$ cat src/rtl/spi_irq_pkg.sv
package spi_irq_pkg;
  localparam int unsigned DW = 32;

  // byte offsets on the word bus
  localparam logic [7:0] OFS_GEN = 8'h1C;
  localparam logic [7:0] OFS_STS = 8'h20;
  localparam logic [7:0] OFS_ENA = 8'h28;

  // status bit positions
  localparam int unsigned B_TX_EMPTY  = 2;
  localparam int unsigned B_TX_UNDER  = 3;
  localparam int unsigned B_RX_FULL   = 4;
  localparam int unsigned B_RX_OVR    = 5;
  localparam int unsigned B_TX_HALF   = 6;
  localparam int unsigned B_RX_NEMPTY = 8;
  localparam int unsigned B_GEN       = DW - 1;

  typedef struct packed {
    logic xfer_done;
    logic tx_under;
    logic tx_half;
    logic rx_ovr;
    logic rx_nempty;
    logic rx_full;
  } irq_src_t;
endpackage

$ cat src/rtl/spi_irq_decode.sv
module spi_irq_decode
  import spi_irq_pkg::*;
#(
  parameter int unsigned AW = 8
) (
  input  logic          we_i,
  input  logic [AW-1:0] addr_i,
  input  logic [DW-1:0] sts_i,
  input  logic [DW-1:0] en_i,
  input  logic          ge_i,
  output logic          wr_ge_o,
  output logic          wr_sts_o,
  output logic          wr_en_o,
  output logic [DW-1:0] rdata_o
);
  localparam logic [AW-1:0] A_GEN = AW'(OFS_GEN);
  localparam logic [AW-1:0] A_STS = AW'(OFS_STS);
  localparam logic [AW-1:0] A_ENA = AW'(OFS_ENA);

  logic hit_ge, hit_sts, hit_en;

  assign hit_ge  = (addr_i == A_GEN);
  assign hit_sts = (addr_i == A_STS);
  assign hit_en  = (addr_i == A_ENA);

  assign wr_ge_o  = we_i & hit_ge;
  assign wr_sts_o = we_i & hit_sts;
  assign wr_en_o  = we_i & hit_en;

  always_comb begin
    rdata_o = '0;
    if (hit_ge)       rdata_o[B_GEN] = ge_i;
    else if (hit_sts) rdata_o = sts_i;
    else if (hit_en)  rdata_o = en_i;
  end
endmodule

$ cat src/rtl/spi_irq_status.sv
module spi_irq_status
  import spi_irq_pkg::*;
(
  input  logic          clk_i,
  input  logic          rst_ni,
  input  logic          tgl_en_i,
  input  logic [DW-1:0] tgl_i,
  input  irq_src_t      src_i,
  output logic [DW-1:0] sts_o
);
  logic [DW-1:0] set_w;
  logic [DW-1:0] sts_q;

  always_comb begin
    set_w              = '0;
    set_w[B_TX_EMPTY]  = src_i.xfer_done;
    set_w[B_RX_NEMPTY] = src_i.xfer_done | src_i.rx_nempty;
    set_w[B_TX_UNDER]  = src_i.tx_under;
    set_w[B_TX_HALF]   = src_i.tx_half;
    set_w[B_RX_OVR]    = src_i.rx_ovr;
    set_w[B_RX_FULL]   = src_i.rx_full;
  end

  // per-bit: toggle first, set sources override
  for (genvar i = 0; i < DW; i++) begin : g_bit
    always_ff @(posedge clk_i or negedge rst_ni) begin
      if (!rst_ni) sts_q[i] <= 1'b0;
      else         sts_q[i] <= (sts_q[i] ^ (tgl_en_i & tgl_i[i])) | set_w[i];
    end
  end

  assign sts_o = sts_q;
endmodule

$ cat src/rtl/spi_irq_out.sv
module spi_irq_out
  import spi_irq_pkg::*;
(
  input  logic          clk_i,
  input  logic          rst_ni,
  input  logic          ge_i,
  input  logic [DW-1:0] sts_i,
  input  logic [DW-1:0] en_i,
  output logic          irq_o
);
  logic pend_w, irq_q;

  assign pend_w = ge_i & (|(sts_i & en_i));

  always_ff @(posedge clk_i or negedge rst_ni) begin
    if (!rst_ni) irq_q <= 1'b0;
    else         irq_q <= pend_w;
  end

  assign irq_o = irq_q;
endmodule

$ cat src/rtl/spi_irq_regs.sv
module spi_irq_regs
  import spi_irq_pkg::*;
#(
  parameter int unsigned AW = 8
) (
  input  logic          clk_i,
  input  logic          rst_ni,
  input  logic          bus_we_i,
  input  logic [AW-1:0] bus_addr_i,
  input  logic [31:0]   bus_wdata_i,
  output logic [31:0]   bus_rdata_o,
  input  logic          xfer_done_i,
  input  logic          tx_underrun_i,
  input  logic          tx_half_empty_i,
  input  logic          rx_overrun_i,
  input  logic          rx_not_empty_i,
  input  logic          rx_full_i,
  output logic          irq_o
);
  logic          wr_ge, wr_sts, wr_en;
  logic          ge_q;
  logic [DW-1:0] en_q;
  logic [DW-1:0] sts_q;
  irq_src_t      src;

  assign src.xfer_done = xfer_done_i;
  assign src.tx_under  = tx_underrun_i;
  assign src.tx_half   = tx_half_empty_i;
  assign src.rx_ovr    = rx_overrun_i;
  assign src.rx_nempty = rx_not_empty_i;
  assign src.rx_full   = rx_full_i;

  spi_irq_decode #(.AW(AW)) u_dec (
    .we_i     (bus_we_i),
    .addr_i   (bus_addr_i),
    .sts_i    (sts_q),
    .en_i     (en_q),
    .ge_i     (ge_q),
    .wr_ge_o  (wr_ge),
    .wr_sts_o (wr_sts),
    .wr_en_o  (wr_en),
    .rdata_o  (bus_rdata_o)
  );

  always_ff @(posedge clk_i or negedge rst_ni) begin
    if (!rst_ni) begin
      ge_q <= 1'b0;
      en_q <= '0;
    end else begin
      if (wr_ge) ge_q <= bus_wdata_i[B_GEN];
      if (wr_en) en_q <= bus_wdata_i;
    end
  end

  spi_irq_status u_sts (
    .clk_i    (clk_i),
    .rst_ni   (rst_ni),
    .tgl_en_i (wr_sts),
    .tgl_i    (bus_wdata_i),
    .src_i    (src),
    .sts_o    (sts_q)
  );

  spi_irq_out u_out (
    .clk_i  (clk_i),
    .rst_ni (rst_ni),
    .ge_i   (ge_q),
    .sts_i  (sts_q),
    .en_i   (en_q),
    .irq_o  (irq_o)
  );
endmodule

$ cat config.mk
export PLATFORM = sky130hd
export DESIGN_NAME = spi_irq_regs
export DESIGN_NICKNAME = d
export VERILOG_FILES = /design/src/rtl/spi_irq_pkg.sv /design/src/rtl/spi_irq_decode.sv /design/src/rtl/spi_irq_status.sv /design/src/rtl/spi_irq_out.sv /design/src/rtl/spi_irq_regs.sv
export SDC_FILE = /design/constraint.sdc
export NUM_CORES = 1
export LEC_CHECK = 0
export BUFFER_PORTS_ARGS = -buffer_cell sky130_fd_sc_hd__buf_2
export CORE_ASPECT_RATIO = 1.25
export CORE_MARGIN = 2
export CORE_UTILIZATION = 49
export DETAILED_ROUTE_END_ITERATION = 10
export PLACE_DENSITY = 0.78
export REMOVE_ABC_BUFFERS = 1
export SLEW_MARGIN = 20
export SYNTH_ARGS = -nofsm -noshare
export SYNTH_HDL_FRONTEND = slang
export SYNTH_SLANG_ARGS = --single-unit
$ cat constraint.sdc
create_clock -name clk_i -period 1.9 [get_ports clk_i]
set_input_delay 0.19 -clock clk_i [delete_from_list [all_inputs] [get_ports clk_i]]
set_output_delay 0.19 -clock clk_i [all_outputs]
set_load 0.02 [all_outputs]
==> results of run 1 <==
## stage by stage
| step | instance area (um^2) | hold slack, ns |
|---|---|---|
| final | 4580 | 0.0572 |
| after global routing | 4580 | 0.0520 |
| after CTS | 4510 | 0.0532 |
| after detailed placement | 4120 | 0.208 |
| after global placement | 4120 | 0.199 |
| after floorplan | 3450 | -0.106 |
## report_power, final
| part | total [W] | switching (W) | internal (W) |
|---|---|---|---|
| combinational | 0.000321 | 0.000174 | 0.000147 |
| clock | 0.00158 | 0.000546 | 0.00104 |
| sequential | 0.00152 | 0.0000563 | 0.00147 |
| total | 0.00343 | 0.000776 | 0.00265 |
## synthesized netlist by cell type
library cell / count
nor3_1: 2
nand4_1: 4
nor4_4: 1
xor2_1: 26
nor2_1: 37
nand2b_1: 32
o41a_1: 1
nor4_1: 32
nor3b_1: 1
nand4b_1: 1
or4_4: 1
a22oi_1: 16
mux2_1: 8
dfrtp_1: 66
o2bb2ai_1: 1
nor2b_1: 5
mux2i_1: 38
mux2_2: 25
buf_6: 8
nand3b_1: 1
inv_1: 2
clkbuf_1: 17
or4b_4: 1
## logic make-up (layout without fill, tap and decap cells)
kind of cell	count (synthesis)	after routing
AO/OA/AOI/OAI	18	18
buffers and inverters	27	115
XOR/XNOR	26	26
multiplexers	71	71
AND/OR/NAND/NOR	118	118
flip-flops	66	66
## layer usage
layer | global-route usage (%) | vias up | wire length [um]
met2 | 38.5 | 85 | 4580
met3 | 4.77 | 14 | 404
met4 | 10.2 | 0 | 179
li1 | - | 1329 | -
met1 | 31.2 | 1431 | 3790
met5 | 0 | - | 0
## repair_timing
| action | 4_1_cts | 5_1_grt |
|---|---|---|
| endpoints found under the setup margin | 32 | 32 |
| resized for setup | 45 | 12 |
| pin swaps | 0 | 1 |
| endpoints found under the hold margin | 21 | 0 |
| hold buffers | 1 | 0 |
| buffers inserted | 0 | 1 |
## flip-flops by register name, summed over array words and instances (netlist names)
name         count
en_q            32
u_sts.sts_o     32
ge_q             1
u_out.irq_o      1
## worst paths after layout
path | end | slack [ns] | startpoint
worst max-delay path | bus_rdata_o[30] | -0.16 | bus_addr_i[7]
worst min-delay path | en_q[11]$_DFFE_PN0P_ | 0.06 | bus_wdata_i[11]
worst max register to register | u_out.irq_o$_DFF_PN0_ | 0.51 | u_sts.sts_o[19]$_DFF_PN0_
worst min register to register | u_sts.sts_o[17]$_DFF_PN0_ | 0.49 | u_sts.sts_o[17]$_DFF_PN0_
max in group asynchronous | u_sts.sts_o[12]$_DFF_PN0_ | 0.90 | rst_ni
min in group asynchronous | en_q[7]$_DFFE_PN0P_ | 0.36 | rst_ni
## cell usage in the layout, fill, tap and decap left out, types with 2 or more instances in the layout
master	count
clkbuf_8	10
nor2b_1	5
buf_2	48
nor4_1	32
mux2_1	8
nand2b_1	32
inv_1	2
xor2_1	26
bufinv_16	4
buf_12	3
nand4_1	4
a22oi_1	16
mux2i_1	38
buf_4	33
nor3_1	2
dfrtp_1	66
mux2_2	25
nor2_2	11
buf_6	12
nor2_1	26
## critical path: stages
cell	delay [ns]
buf_6	0.09
or4_4	0.55
or4b_4	0.55
buf_12	0.19
nor2_2	0.16
buf_6	0.14
## cell type report
type,instances,area [um^2]
clock buffer,11,141
clock inverter,5,125
fill,598,2690
inverter,2,7.51
multi-input combinational,233,1840
sequential,66,1650
tap,92,115
timing repair buffer,97,693
==> qor.log, run 1 <==
[cells_and_area] Net count, final 458
[cells_and_area] Antenna Cells 0
[timing] final hold violations 0
[critical_path] critical path fanouts, max 20
[placement] DP HPWL 5740 um
[logic_synthesis] synthesized netlist cell count 326
[timing] part of the cycle the worst path needs 108%
[cells_and_area] synthesis-to-finish area growth 26.8%
[cts] register clock-pin slew on the reported worst setup and hold paths 0.08 ns
[timing] Setup Total Neg Slack -3.57 ns
[cts] clock sink count 66
[critical_path] Crit. End Element output port
[floorplan] top-level port count 82
[route] number of nets with antenna violations after routing 0
[timing] unrepaired setup endpoints after global routing true
[global_route] antenna violations before repair 0
[cells_and_area] non-filler cells, final 506
[pwr] leakage power figure 2.25 nW
[cts] H-tree depth reported by CTS 3
[pwr] Design Power 0.00343 W
[placement] I/O Buffers 81
[pwr] pwr dens 749 mW/mm^2
[route] total via count in the routed design 2859
[logic_synthesis] area share of fa/ha/maj cells after synthesis 0%
[floorplan] Cell Rows 35
[global_route] number of global-route vias before repair 2947
[logic_synthesis] combinational family with the most area after synthesis multiplexers
[cells_and_area] share of layout cells above drive strength 1 36.5%
[cts] clock root cell clkbuf_8
[status] status complete, but fails checks
[timing] Layout Skew 0.0110 ns
[critical_path] data arrival time of the critical path 1.87 ns
[global_route] first-pass GRT wire length 14500 um
[logic_synthesis] mapped cell area 0.00361 mm^2
[critical_path] kind of start point of the critical path input pin
[logic_synthesis] number of synthesis warnings 0
[timing] total of endpoints with negative setup slack in the final report 32
[placement] Cells after DPL 488
[logic_synthesis] sequential share of the synthesized area 45.8%
[logic_synthesis] per-instance average area after synthesis 11.1 um^2
[cts] number of buffers created by CTS 9
[job] max-cap violation count 0
[route] DR pass1 iterations 4
[critical_path] cells on worst reg2reg path 3
[status] failing checks negative setup slack
[logic_synthesis] mux contribution to synthesized area 20.8%
[timing] headroom to the max-slew limit 62.9%
[logic_synthesis] share of the synthesized area in compound gates (AO/OA/AOI/OAI) 3.88%
[global_route] total track usage 23.8%
[floorplan] floorplan die width 80.8 um
[cts] maximum buffer depth of the clock tree 2
[floorplan] Chip Height 99.9 um
[route] Detailed Route Iter0 Violations 208
[logic_synthesis] number of distinct library cells after synthesis 23
[floorplan] starting density of the core 49.6%
[timing] timing-limited maximum frequency 486 MHz
[timing] clock period minus worst slack 2.06 ns
[route] Vias/cell 5.65
[global_route] pin count of the biggest net entering global routing 46
[logic_synthesis] cell taking the most area after synthesis dfrtp_1
[critical_path] required time of the worst setup path 1.71 ns
[floorplan] core area 0.00727 mm^2
[placement] placement-stage worst setup slack -0.197 ns
[floorplan] Die ar. 0.00807 mm^2
[timing] post-layout worst setup margin -0.157 ns
[route] routed wire length per instance 17.7 um
[min_path] cell count of the worst hold path 2
[route] DRC violations left 0
[logic_synthesis] total of flip-flops plus latches after synthesis 66
[logic_synthesis] ranking of synthesized cells by area dfrtp_1 (46%), mux2i_1 (11%), mux2_2 (7.8%)
[timing] actual transition at the worst max-transition pin 0.556 ns
[cts] TritonCTS clock tree yes
[cts] Skew-Pair Late Insertion Delay 0.36 ns
[critical_path] CP Class input pin to output port
[placement] GP Congestion 0.777
[pwr] worst IR drop on VDD 406 uV
[logic_synthesis] share of the synthesized netlist area taken by xor and xnor gates 6.31%
[logic_synthesis] post-synthesis simple-gate area fraction 18.7%
[cells_and_area] post-layout utilization of the core 62.9%
[min_path] Tightest Hold Check Type input pin to register
[route] wire length after detailed routing 8960 um
[logic_synthesis] area share of the largest cell type after synthesis 45.8%
[timing] Pins Over Slew Limit 0
[global_route] GRT Residual Overflow 0
Note: power is estimated with default switching activity, not from simulation.
==> run 2, diff against run 1 <==
--- a/config.mk
+++ b/config.mk
@@ -9,8 +9,9 @@
 export CORE_ASPECT_RATIO = 1.25
 export CORE_MARGIN = 2
 export CORE_UTILIZATION = 49
+export CTS_CLUSTER_SIZE = 30
 export DETAILED_ROUTE_END_ITERATION = 10
-export PLACE_DENSITY = 0.78
+export PLACE_DENSITY = 0.83
 export REMOVE_ABC_BUFFERS = 1
 export SLEW_MARGIN = 20
 export SYNTH_ARGS = -nofsm -noshare
==> qor.log, run 2 (synthesis results as in run 1) <==
[global_route] pin count of the biggest net entering global routing 67
[cts] clock root cell clkbuf_8
[cts] clock sink count 66
[timing] headroom to the max-slew limit 73.2%
[timing] worst hold margin 0.0672 ns
[cells_and_area] Antenna Cells 0
[critical_path] Crit. End Element output port
[placement] DP HPWL 5850 um
[route] Vias/cell 5.63
[timing] final hold violations 0
[route] routed wire length per instance 17.6 um
[global_route] antenna violations before repair 0
[cts] maximum buffer depth of the clock tree 2
[timing] Pins Over Slew Limit 0
[floorplan] floorplan die width 80.8 um
[timing] actual transition at the worst max-transition pin 0.402 ns
[cells_and_area] share of layout cells above drive strength 1 38.8%
[timing] Layout Skew 0.00527 ns
[cells_and_area] post-layout instance area 0.00463 mm^2
[min_path] Hold Crit Start bus_wdata_i[11]
[cts] H-tree depth reported by CTS 3
[route] wire length after detailed routing 8900 um
[status] failing checks negative setup slack
[floorplan] Die ar. 0.00807 mm^2
[critical_path] reg-to-reg startpoint u_sts.sts_o[22]$_DFF_PN0_
[route] Detailed Route Iter0 Violations 220
[timing] part of the cycle the worst path needs 107%
[route] DR pass1 iterations 4
[critical_path] r2r setup slk 0.56 ns
[placement] GP Congestion 0.809
[timing] Setup Total Neg Slack -3.16 ns
[status] status complete, but fails checks
[route] DRC violations left 0
[placement] I/O Buffers 81
[timing] timing-limited maximum frequency 491 MHz
[floorplan] starting density of the core 49.6%
[timing] unrepaired setup endpoints after global routing true
[timing] clock period minus worst slack 2.04 ns
[critical_path] critical path fanouts, max 15
[cells_and_area] leading cell type in the layout, fill and taps excluded dfrtp_1
[critical_path] required time of the worst setup path 1.71 ns
[global_route] total track usage 23.9%
[timing] post-layout worst setup margin -0.137 ns
[timing] total of endpoints with negative setup slack in the final report 32
[pwr] pwr dens 663 mW/mm^2
[global_route] first-pass GRT wire length 14600 um
[cts] Skew-Pair Late Insertion Delay 0.34 ns
[floorplan] Cell Rows 35
[floorplan] Chip Height 99.9 um
[critical_path] CP Class input pin to output port
[critical_path] data arrival time of the critical path 1.85 ns
[floorplan] core area 0.00727 mm^2
[min_path] Tightest Hold Check Type input pin to register
[floorplan] top-level port count 82
[critical_path] kind of start point of the critical path input pin
[route] total via count in the routed design 2853
[global_route] GRT Residual Overflow 0
[cts] TritonCTS clock tree yes
[global_route] number of global-route vias before repair 2921
[pwr] worst IR drop on VDD 459 uV
[cts] register clock-pin slew on the reported worst setup and hold paths 0.07 ns
[route] number of nets with antenna violations after routing 0
[cells_and_area] Net count, final 459
[critical_path] critical path startpoint bus_addr_i[7]
[pwr] leakage power figure 2.23 nW
[cts] number of buffers created by CTS 9
[job] max-cap violation count 0
[placement] Post-Place Cell Area 0.00413 mm^2
[cells_and_area] synthesis-to-finish area growth 28.4%
[cells_and_area] top library cells by usage in the layout, fill and taps aside dfrtp_1 (66), buf_2 (48), mux2i_1 (38)
[run 2: final timing paths]
kind / to / cells after the start
setup reg to reg: u_out.irq_o$_DFF_PN0_ / 3
hold / removal: en_q[11]$_DFFE_PN0P_ / 2
max in group asynchronous: en_q[3]$_DFFE_PN0P_ / 3
min in group asynchronous: en_q[18]$_DFFE_PN0P_ / 3
setup / recovery: bus_rdata_o[13] / 6
hold reg to reg: u_sts.sts_o[15]$_DFF_PN0_ / 1
[run 2: layout make-up]
class	instances	area (um^2)
Clock buffer	12	155
Clock inverter	4	50.0
Fill cell	625	2640
Inverter	2	7.51
Multi-Input combinational cell	233	1920
Sequential cell	66	1650
Tap cell	92	115
Timing Repair Buffer	98	731
[run 2: where the power goes]
part           switching (W)  internal [W]
registers          0.0000570       0.00147
logic               0.000181      0.000146
clock network       0.000546      0.000676
total               0.000784       0.00229
[run 2: per-layer routing]
layer	global-route usage (%)	vias to the layer above	routed length, um
li1	-	1327	-
met1	32.1	1415	3820
met2	37.0	94	4400
met3	3.96	17	496
met4	12.8	0	184
met5	0	-	0
[run 2: timing repair]
action / CTS / global route
pin swaps: 4 / 1
resized for setup: 72 / 14
hold endpoints to repair: 66 / 0
hold buffers: 1 / 0
setup endpoints to repair: 32 / 32
buffers inserted: 1 / 0
[run 2: worst max-delay path, stage by stage]
cell and delay (ns):
buf_6 0.09, or4_4 0.53, or4b_4 0.57, buf_12 0.19, nor2_1 0.12, buf_4 0.15
[run 2: per-stage QoR]
stage	utilization [%]	total power (W)	std cells	setup slack (ns)
floorplan	-	0.00167	301	-0.811
global placement	56.7	0.00185	489	-0.177
detailed placement	56.7	0.00186	489	-0.192
CTS	63.0	0.00309	507	-0.172
global route	63.8	0.00319	507	-0.157
finish	63.8	0.00307	507	-0.137
==> run 3, diff against run 2 <==
--- a/config.mk
+++ b/config.mk
@@ -13,6 +13,8 @@
 export DETAILED_ROUTE_END_ITERATION = 10
 export PLACE_DENSITY = 0.83
 export REMOVE_ABC_BUFFERS = 1
+export SETUP_SLACK_MARGIN = 0.4
+export SKIP_LAST_GASP = 1
 export SLEW_MARGIN = 20
 export SYNTH_ARGS = -nofsm -noshare
 export SYNTH_HDL_FRONTEND = slang
==> qor.log, run 3 (synthesis results as in run 1) <==
[floorplan] floorplan die width 80.8 um
[pwr] net switching component of the power 0.000900 W
[global_route] pin count of the biggest net entering global routing 67
[global_route] GRT Residual Overflow 0
[critical_path] critical path fanouts, max 15
[job] max-cap violation count 0
[min_path] Tightest Hold Check Type input pin to register
[min_path] Worst Hold End en_q[11]$_DFFE_PN0P_
[floorplan] Die ar. 0.00807 mm^2
[placement] placement-stage worst setup slack -0.192 ns
[cts] number of buffers created by CTS 9
[timing] headroom to the max-slew limit 40.2%
[global_route] first-pass GRT wire length 17300 um
[cells_and_area] leading cell type in the layout, fill and taps excluded dfrtp_1
[floorplan] Chip Height 99.9 um
[cts] clock root cell clkbuf_8
[cts] Skew-Pair Late Insertion Delay 0.36 ns
[timing] Pins Over Slew Limit 0
[placement] GP Congestion 0.809
[timing] Layout Skew 0.0127 ns
[route] DR pass1 iterations 4
[cts] clock sink count 66
[pwr] Design Power 0.00323 W
[placement] Cells after DPL 489
[route] Vias/cell 5.99
[cts] H-tree depth reported by CTS 3
[pwr] Internal Power 0.00233 W
[critical_path] kind of start point of the critical path input pin
[status] failing checks negative setup slack
[pwr] switching part of the total 27.9%
[critical_path] Crit. End Element output port
[critical_path] peak per-stage delay on the critical path 0.57 ns
[cells_and_area] top library cells by usage in the layout, fill and taps aside dfrtp_1 (66), buf_2 (48), buf_4 (42)
[route] DRC violations left 0
[timing] clock period minus worst slack 2.06 ns
[critical_path] endpoint of the worst-slack reg-to-reg timing path u_out.irq_o$_DFF_PN0_
[timing] part of the cycle the worst path needs 109%
[global_route] total track usage 29.2%
[floorplan] Cell Rows 35
[route] Detailed Route Iter0 Violations 360
[critical_path] reg-to-reg startpoint u_sts.sts_o[27]$_DFF_PN0_
[status] status complete, but fails checks
[cells_and_area] post-layout instance area 0.00533 mm^2
[critical_path] cells on worst reg2reg path 3
[route] wire length after detailed routing 11600 um
[cells_and_area] share of layout cells above drive strength 1 48.3%
[cells_and_area] non-filler cells, final 525
[critical_path] slowest CP cell or4b_4
[global_route] number of global-route vias before repair 3183
[min_path] cell count of the worst hold path 2
[cells_and_area] area occupied by multi-input gates 0.00238 mm^2
[timing] timing-limited maximum frequency 485 MHz
[timing] post-layout worst setup margin -0.163 ns
[cts] maximum buffer depth of the clock tree 2
[critical_path] r2r setup slk 0.44 ns
[cells_and_area] Antenna Cells 0
[route] routed wire length per instance 22.1 um
[floorplan] core area 0.00727 mm^2
[timing] actual transition at the worst max-transition pin 0.897 ns
[cells_and_area] Sequential cell area 0.00165 mm^2
[critical_path] data arrival time of the critical path 1.87 ns
[pwr] relative contribution of combinational cells to total power 13.6%
[pwr] sequential cell fraction of total power 47.5%
[floorplan] top-level port count 82
[min_path] Hold Crit Start bus_wdata_i[11]
[pwr] pwr dens 606 mW/mm^2
[pwr] power share of the clock group 38.9%
[placement] Post-Place Cell Area 0.00413 mm^2
[timing] total of endpoints with negative setup slack in the final report 52
[critical_path] CP Class input pin to output port
[pwr] leakage power figure 2.54 nW
[cells_and_area] synthesis-to-finish area growth 47.6%
[cells_and_area] Net count, final 477
[pwr] worst IR drop on VDD 518 uV
[placement] I/O Buffers 81
[cells_and_area] Fillers 483
[route] number of nets with antenna violations after routing 0
[placement] DP HPWL 5850 um
[critical_path] required time of the worst setup path 1.71 ns
[global_route] antenna violations before repair 0
[cells_and_area] post-layout utilization of the core 73.3%
[cts] register clock-pin slew on the reported worst setup and hold paths 0.08 ns
[timing] final hold violations 0
[route] total via count in the routed design 3144
[floorplan] starting density of the core 49.6%
[timing] unrepaired setup endpoints after global routing true
[cts] TritonCTS clock tree yes
[critical_path] cells along the critical path buf_6 > or4_4 > or4b_4 > buf_12 > nor2_2 > buf_4
run 3: timing repair:
item	CTS	global route
pin swaps	36	32
hold buffers	1	0
endpoints found under the hold margin	66	0
gates cloned	4	0
gates resized for setup	128	37
setup buffers	15	0
endpoints found under the setup margin	84	97
run 3: layout make-up:
cell class / count / area share (%)
multi-input cells: 233 / 44.7
flip-flops and latches: 66 / 31.0
repair buffers: 116 / 18.1
clock buffers: 12 / 2.91
well taps: 92 / 2.16
clock inverters: 4 / 0.940
inverters: 2 / 0.141
run 3: power by group through the flow:
| stage | clock network (W) | logic (W) | registers [W] |
|---|---|---|---|
| after detailed placement | 0 | 0.000310 | 0.00155 |
| after global placement | 0 | 0.000303 | 0.00154 |
| after CTS | 0.00124 | 0.000395 | 0.00152 |
| after global routing | 0.00131 | 0.000469 | 0.00154 |
| after floorplan | 0 | 0.000136 | 0.00153 |
| final | 0.00125 | 0.000440 | 0.00153 |
run 3: how the worst max path moves through the flow:
stage               slack [ns]          start  depth (start not counted)             endpoint
floorplan                -0.81  bus_addr_i[4]                          3  en_q[0]$_DFFE_PN0P_
global placement         -0.18  bus_addr_i[7]                          6      bus_rdata_o[23]
detailed placement       -0.19  bus_addr_i[7]                          6      bus_rdata_o[10]
CTS                      -0.17  bus_addr_i[7]                          6      bus_rdata_o[13]
global route             -0.17  bus_addr_i[7]                          6      bus_rdata_o[20]
finish                   -0.16  bus_addr_i[7]                          6       bus_rdata_o[5]
run 3: per-layer routing:
layer	GRT usage, %	routed length (um)	vias up
met3	5.22	859	38
met1	36.2	4500	1557
met5	0	0	-
met4	19.4	477	0
li1	-	-	1370
met2	46.3	5780	179
run 3: per-stage QoR:
step	setup TNS, ns	hold WS, ns
2_1_floorplan	-32.06	-0.106
3_3_place_gp	-5.59	0.236
3_5_place_dp	-7.23	0.233
4_1_cts	-4.54	0.0578
5_1_grt	-6.30	0.0723
6_report	-4.05	0.0796
run 3: critical path: cells and delay by family:
family / cells / cell delay, ns
and+or+nand+nor: 3 / 1.24
buffers and inverters: 3 / 0.44
